[config.mk]
export PLATFORM = sky130hd
export DESIGN_NAME = macro_result_router
export DESIGN_NICKNAME = d
export VERILOG_FILES = /design/src/rtl/macro_result_router.sv
export SDC_FILE = /design/constraint.sdc
export NUM_CORES = 1
export LEC_CHECK = 0
export ABC_AREA = 0
export ABC_CLOCK_PERIOD_IN_PS = 4300
export BUFFER_PORTS_ARGS = -buffer_cell sky130_fd_sc_hd__clkbuf_2
export CAP_MARGIN = 20
export CORE_MARGIN = 5
export CORE_UTILIZATION = 47
export DETAILED_ROUTE_END_ITERATION = 8
export PLACE_DENSITY = 0.84
export SLEW_MARGIN = 40
export SYNTH_ARGS = -nofsm -noshare
export SYNTH_HDL_FRONTEND = slang
export SYNTH_SLANG_ARGS = --single-unit
[constraint.sdc]
create_clock -name clk -period 4.3 [get_ports clk]
set_input_delay 0.86 -clock clk [delete_from_list [all_inputs] [get_ports clk]]
set_output_delay 0.86 -clock clk [all_outputs]
set_load 0.02 [all_outputs]
[src/rtl/macro_result_router.sv]
module macro_result_router #(
  parameter int DATA_W = 32,
  parameter int ADDR_W = 12,
  parameter int INC_W  = 6,
  parameter int IDX_W  = 3
) (
  input  logic              clk,
  input  logic              rst_n,
  input  logic              in_valid,
  input  logic [2:0]        in_mode,
  input  logic [IDX_W-1:0]  in_dst,
  input  logic [DATA_W-1:0] in_result,
  output logic              in_ack,
  input  logic              prm_valid,
  input  logic [DATA_W-1:0] prm_data,
  output logic              prm_pop,
  output logic              rf_we,
  output logic [IDX_W-1:0]  rf_idx,
  output logic [DATA_W-1:0] rf_wdata,
  output logic              mth_valid,
  input  logic              mth_ready,
  output logic [ADDR_W-1:0] mth_addr,
  output logic [DATA_W-1:0] mth_data,
  input  logic              prog_exit,
  output logic              param_left
);
  localparam int MA_W = ADDR_W + INC_W;

  logic [MA_W-1:0]   areg;
  logic              f_done, s_done;
  logic [DATA_W-1:0] p_hold;

  // mode decode
  logic need_fetch, need_send, set_addr, wr_param;
  assign need_fetch = (in_mode == 3'd0) || (in_mode == 3'd3) || (in_mode == 3'd5) || (in_mode == 3'd6);
  assign need_send  = (in_mode == 3'd3) || (in_mode == 3'd4) || (in_mode == 3'd6) || (in_mode == 3'd7);
  assign set_addr   = (in_mode == 3'd2) || (in_mode == 3'd5) || (in_mode == 3'd6) || (in_mode == 3'd7);
  assign wr_param   = (in_mode == 3'd0) || (in_mode == 3'd3) || (in_mode == 3'd5);

  logic [MA_W-1:0]   eff_ma, adv_ma;
  logic [DATA_W-1:0] pval;
  logic              p_avail, fetch_ok, send_ok, fire;

  assign eff_ma  = set_addr ? in_result[MA_W-1:0] : areg;
  assign adv_ma  = {eff_ma[MA_W-1:ADDR_W], eff_ma[ADDR_W-1:0] + ADDR_W'(eff_ma[MA_W-1:ADDR_W])};
  assign pval    = f_done ? p_hold : prm_data;
  assign p_avail = f_done || prm_valid;

  assign prm_pop   = in_valid && need_fetch && !f_done && prm_valid;
  assign mth_valid = in_valid && need_send && !s_done && ((in_mode != 3'd6) || p_avail);
  assign mth_addr  = eff_ma[ADDR_W-1:0];
  assign mth_data  = (in_mode == 3'd7) ? DATA_W'(in_result[MA_W-1:ADDR_W]) :
                     (in_mode == 3'd6) ? pval : in_result;

  assign fire     = mth_valid && mth_ready;
  assign fetch_ok = !need_fetch || p_avail;
  assign send_ok  = !need_send || s_done || fire;
  assign in_ack   = in_valid && fetch_ok && send_ok;

  assign rf_we    = in_ack;
  assign rf_idx   = in_dst;
  assign rf_wdata = wr_param ? pval : in_result;

  always_ff @(posedge clk) begin
    if (!rst_n) begin
      areg   <= '0;
      f_done <= 1'b0;
      s_done <= 1'b0;
      p_hold <= '0;
      param_left <= 1'b0;
    end else begin
      if (in_ack) begin
        f_done <= 1'b0;
        s_done <= 1'b0;
        if (need_send)     areg <= adv_ma;
        else if (set_addr) areg <= in_result[MA_W-1:0];
      end else begin
        if (prm_pop) begin
          f_done <= 1'b1;
          p_hold <= prm_data;
        end
        if (fire) s_done <= 1'b1;
      end
      if (prog_exit) param_left <= prm_valid;
    end
  end

  a_r8_stall_queue: assert property (@(posedge clk) disable iff (!rst_n)
    in_valid && need_fetch && !f_done && !prm_valid |-> !in_ack && !rf_we);
  a_r8_no_early_word: assert property (@(posedge clk) disable iff (!rst_n)
    in_valid && in_mode == 3'd6 && !f_done && !prm_valid |-> !mth_valid);
  a_r9_hold_ready: assert property (@(posedge clk) disable iff (!rst_n)
    mth_valid && !mth_ready |-> !in_ack);
  a_r9_areg_frozen: assert property (@(posedge clk) disable iff (!rst_n)
    !in_ack |=> $stable(areg));
  a_r3_single_word: assert property (@(posedge clk) disable iff (!rst_n)
    fire && !in_ack |=> !mth_valid);
  a_r7_single_pop: assert property (@(posedge clk) disable iff (!rst_n)
    prm_pop && !in_ack |=> !prm_pop);
  a_r5_advance: assert property (@(posedge clk) disable iff (!rst_n)
    fire && in_ack && !set_addr |=>
      areg[ADDR_W-1:0] == $past(areg[ADDR_W-1:0] + ADDR_W'(areg[MA_W-1:ADDR_W])) &&
      areg[MA_W-1:ADDR_W] == $past(areg[MA_W-1:ADDR_W]));
  a_r4_load: assert property (@(posedge clk) disable iff (!rst_n)
    in_ack && set_addr && !need_send |=> areg == $past(in_result[MA_W-1:0]));
  a_r10_left: assert property (@(posedge clk) disable iff (!rst_n)
    prog_exit |=> param_left == $past(prm_valid));
endmodule

-- Yosys cells after proc, flatten, opt, wreduce, memory -nomap -nowiden
Index checks and enable logic that the tools add are counted.
Widths: inputs -> output; s select.
- flip-flop bits (word level): 53
- latch bits: 0
- RAM bits: 0
- memory bits (read-only): 0
- bits of input ports: 76
- output and inout bits: 84
- logic and storage cells: 51
- memories kept: 0
- add/sub/neg operators: 1
- multipliers: 0
- div/mod/pow operators: 0
- order comparisons: 0
- equal/unequal tests: 7
- shifts and indexed selects: 0
- multiplexer cells: 6
- bitwise operators: 2
- reduce and logical (&&, ||, !) cells: 30
- operator list (cell ; count):
    $mux 32 ; 4
    $mux 18 ; 1
    $logic_or 1x1->1 ; 14
    $add 12x6->12 ; 1
    $eq 3x3->1 const B ; 4
    $mux 12 ; 1
    $logic_and 1x1->1 ; 9
    $eq 3x2->1 const B ; 2
    $logic_not 1->1 ; 4
    $logic_not 3->1 ; 1
    $ne 3x3->1 const B ; 1
    $not 1->1 ; 2
    $reduce_and 2->1 ; 1
    $reduce_or 2->1 ; 1

-- Logic depth before layout (Yosys ltp)
- depth in word-level cells: 12
- gate-level depth with buffers: 14
- mapped depth without buffers: 11

-- Least setup slack after synthesis
OpenSTA, ideal clock, no wires.
- path type: input to register
- start: in in_mode[1]
- end: reg areg[7]
- setup time: 0.062 ns
- arrival: 3.568 ns
- data required time: 4.238 ns
- setup slack: 0.670 ns
- cell stages on the path: 13
- buffers on the path: 3
- cell sequence: buf_4 mux2_4 buf_6 clkbuf_1 nand2_1 nand2_1 ha_1 a21oi_1 a21oi_1 o21ai_2 a211oi_1 or3_1 nand3_1
- elaborated cells on any way between the ends: 32
- classes of those cells: 1 x add/sub; 7 x eq/ne; 2 x mux; 22 x reduce/logical
- RTL lines (item ; RTL line ; RTL):
    from (decl) ; 10 ; input logic [2:0] in_mode,
    $eq 3x2->1 or $eq 3x3->1 (tied branches) ; 37 ; assign set_addr = (in_mode == 3'd2) || (in_mode == 3'd5) || (in_mode == 3'd6) || (in_mode == 3'd7);
    $logic_or 1x1->1 (2 in series) ; 37 ;
    $logic_or 1x1->1 * ; 37 ;
    $mux 18 * ; 44 ; assign eff_ma = set_addr ? in_result[MA_W-1:0] : areg;
    via mth_addr[2] ; 22 ; output logic [ADDR_W-1:0] mth_addr,
    $add 12x6->12 * ; 45 ; assign adv_ma = {eff_ma[MA_W-1:ADDR_W], eff_ma[ADDR_W-1:0] + ADDR_W'(eff_ma[MA_W-1:ADDR_W])};
    $mux 12 * ; 75 ; if (need_send) areg <= adv_ma;
    to (signal assigned) ; 75 ;
    to (signal assigned) ; 76 ; else if (set_addr) areg <= in_result[MA_W-1:0];
    to (decl) ; 29 ; logic [MA_W-1:0] areg;
The timed path passes the listed nets; every way through them passes the cells marked *.
A chain may end at the register's enable or synchronous reset.

-- Worst setup path after layout
- start: in in_mode[0]
- end: out rf_we
- longest elaborated chain between the ends: 10
- elaborated cells on any way between the ends: 25
- classes of those cells: 6 x eq/ne; 19 x reduce/logical
- RTL lines (item ; RTL line ; RTL):
    $eq 3x2->1 or $eq 3x3->1 (tied branches) ; 35, 36 ;
    $logic_or 1x1->1 (3 in series) ; 36 ; assign need_send = (in_mode == 3'd3) || (in_mode == 3'd4) || (in_mode == 3'd6) || (in_mode == 3'd7);
    $logic_and 1x1->1 (3 in series) ; 50 ; assign mth_valid = in_valid && need_send && !s_done && ((in_mode != 3'd6) || p_avail);
    $logic_and 1x1->1 ; 55 ; assign fire = mth_valid && mth_ready;
    $logic_or 1x1->1 ; 57 ; assign send_ok = !need_send || s_done || fire;
    $logic_and 1x1->1 * ; 58 ; assign in_ack = in_valid && fetch_ok && send_ok;
    to (decl) ; 17 ; output logic rf_we,
Mark *: on every way between the ends. The rest lies on a longest branch, timed or not.

==> results.cfg <==
[clock_network]
cts_sinks = 53
clkSlewWorstSetupHoldPaths_ns = 0.10
htreeDepth = 2
ctsResizeCount = 0
cts_tree = yes
numCtsBuffers = 5
clk_latency_ns = 0.31
cts-root-buf = clkbuf_8
hold_buffers = 0
cts_setup_buffers = 0
cts_buffer_depth = 2

[grt]
overflow = 0
grt_pass1_wl_um = 20400
grt_pass1_vias = 4301
grt_usage = 0.245
grt_max_degree = 46
antenna_found_initial = 0

[yosys]
synthTopCellsByCount = nand2_1, a21oi_1, dfxtp_1, nor2_1, o21ai_0
seq_area_frac_synth = 0.271
synth_top_family_by_area = simple AND/OR/NAND/NOR gates
synth.net_count = 650
synthFlopType = dfxtp_1
yosys.area_share.simple = 0.266
synthAdderAreaFrac = 0.0211
syn_area_per_cell_um2 = 6.88
yosys.area.top_type = dfxtp_1
netlist_instances = 568
async_reset_ff_frac = 0
synth-compound-area-share = 0.241
synth_top_area_frac = 0.271
synth_xor_xnor_area_share = 0.0198
synth_edf_count = 0
yosys_warnings = 0
yosys.cell_types.count = 56
synth_area_leaders = dfxtp_1, nand2_1, a21oi_1, mux2i_1, o21ai_0
synth.cell_area_mm2 = 0.00391
synth_most_common_cell = nand2_1
ys_seq_elements = 53
muxShareOfSynthArea = 0.111

[sta]
slew_viol_final = 0
rsz0062_at_grt = no
clock.fmax_mhz = 274
slew_headroom = 0.555
timing.final.crit_share = 0.850
min_period_ns = 3.66
setup_viol = 0
tns_ns = 0
finalHoldViolations = 0
worstMarginPinSlew_ns = 0.667
fin_worst_skew_ns = 0.0132

[setup_path]
critPathKind = in2out
crit_fanout = 23
end_kind = primary output
r2r-start = areg[14]$_SDFFE_PN0P_
reg2regPathDepth = 9
worstPathRequired_ns = 3.44
regToRegEndpoint = areg[7]$_SDFFE_PN0P_
rrSetupSlack_ns = 1.94
crit_arrival_ns = 2.80
cp-start-kind = input port

[power_and_ir_drop]
max-vdd-ir-drop_mv = 0.158
power_frac_comb = 0.376
pwr-share-seq = 0.373
switchingPower_w = 0.000543
static-leakage-power_nw = 2.08
p_sw_frac = 0.380
p_int_w = 0.000888
power.density_mw_per_mm2 = 300
p_clk_frac = 0.251
total_power_w = 0.00143

[min_path]
min_path_type = reg2reg
hold_start = areg[16]$_SDFFE_PN0P_
whs_path_depth = 2
hold_end = areg[16]$_SDFFE_PN0P_

[run]
drv_cap = 0

[finish]
antenna_cells = 0
multi_input_area_mm2 = 0.00259
n_fill_cell = 777
seqCellArea_mm2 = 0.00106
final_nets = 773
drive_gt1_frac = 0.279
syn_to_final_growth_pct = 22.1

[drt]
drc = 0
vias_per_cell = 5.56
drtIter0Drc = 270
wl_um = 12900
ant_nets = 0
routedWlPerCell_um = 16.2
vias = 4434
firstDrtPassIters = 7

[floorplanning]
die_y_um = 101
ios = 160
rows = 33
dieArea_mm2 = 0.0102
coreArea_mm2 = 0.00818
fp.dieW_um = 101
start_util = 0.478

[placed_design]
gp_congestion = 0.892
dp_hpwl_um = 9730
io_buffers = 153

[outcome]
status = complete, no violations
## area by class of cell
type	count	area share
Multi-Input combinational cell	461	0.543
Sequential cell	53	0.222
Timing Repair Buffer	161	0.176
Tap cell	105	0.0275
Clock buffer	7	0.0181
Inverter	9	0.00734
Clock inverter	1	0.00629
## how the worst max path moves through the flow
stage,start,endpoint,slack (ns),cells past startpoint
finish,in_mode[0],rf_we,0.64,6
global route,in_mode[0],rf_wdata[21],0.50,7
CTS,in_mode[0],rf_wdata[21],0.62,7
detailed placement,in_mode[0],areg[6]$_SDFFE_PN0P_,0.43,12
global placement,in_mode[0],areg[6]$_SDFFE_PN0P_,0.52,12
floorplan,in_mode[1],areg[7]$_SDFFE_PN0P_,0.67,13
## through the flow
step | setup slack (ns) | std cells | hold WS (ns) | area, um^2 | utilization
global route | 0.501 | 797 | 0.479 | 4770 | 0.584
floorplan | 0.670 | 568 | 0.432 | 3910 | -
finish | 0.644 | 797 | 0.461 | 4770 | 0.584
global placement | 0.525 | 789 | 0.441 | 4660 | 0.570
CTS | 0.625 | 797 | 0.462 | 4770 | 0.584
detailed placement | 0.426 | 789 | 0.448 | 4660 | 0.570
## logic make-up (layout without fill, tap and decap cells)
kind of cell	count (synthesis)	count (layout)
buffers and inverters	54	178
flip-flops	53	53
AND/OR/NAND/NOR	247	247
AO/OA/AOI/OAI	160	160
multiplexers	41	41
XOR/XNOR	7	7
adder cells (fa/ha/maj)	6	6
## critical path, stage by stage
cell and delay [ns]:
clkbuf_2 0.41, mux2i_2 0.63, nor2_1 0.08, a21o_2 0.24, inv_2 0.31, clkbuf_2 0.25
## power groups by stage
stage	Combinational [W]	Sequential [W]	Clock, W
after floorplan	0.000369	0.000537	0
after global placement	0.000523	0.000544	0
after detailed placement	0.000534	0.000545	0
after CTS	0.000537	0.000534	0.000368
after global routing	0.000588	0.000537	0.000388
final	0.000538	0.000534	0.000360
## placed cells by master (no fill, tap or decap), drive strengths merged, types with 2 or more instances in the layout
cell	Yosys	layout
a211oi	5	5
a21o	2	2
a21oi	88	88
a221oi	2	2
a311o	2	2
a31oi	3	3
and2	2	2
buf	19	8
clkbuf	26	160
dfxtp	53	53
ha	5	5
inv	9	8
mux2	4	4
mux2i	37	37
nand2	160	160
nand3	15	15
nand3b	4	4
nor2	49	49
nor3	9	9
nor3b	2	2
o2111ai	2	2
o211ai	3	3
o21ai	45	45
o31ai	2	2
xnor2	5	5
## per-layer routing
| layer | vias to the layer above | global-route usage | routed length [um] |
|---|---|---|---|
| li1 | 2194 | - | - |
| met1 | 1985 | 0.305 | 5080 |
| met2 | 226 | 0.414 | 6200 |
| met3 | 29 | 0.0558 | 1280 |
| met4 | 0 | 0.0900 | 337 |
| met5 | - | 0 | 0 |
## state kept, by name, summed over array words and instances (netlist names)
register and flops:
f_done 1, param_left 1, areg 18, p_hold 32, s_done 1
Note: power is estimated with default switching activity, not from simulation.
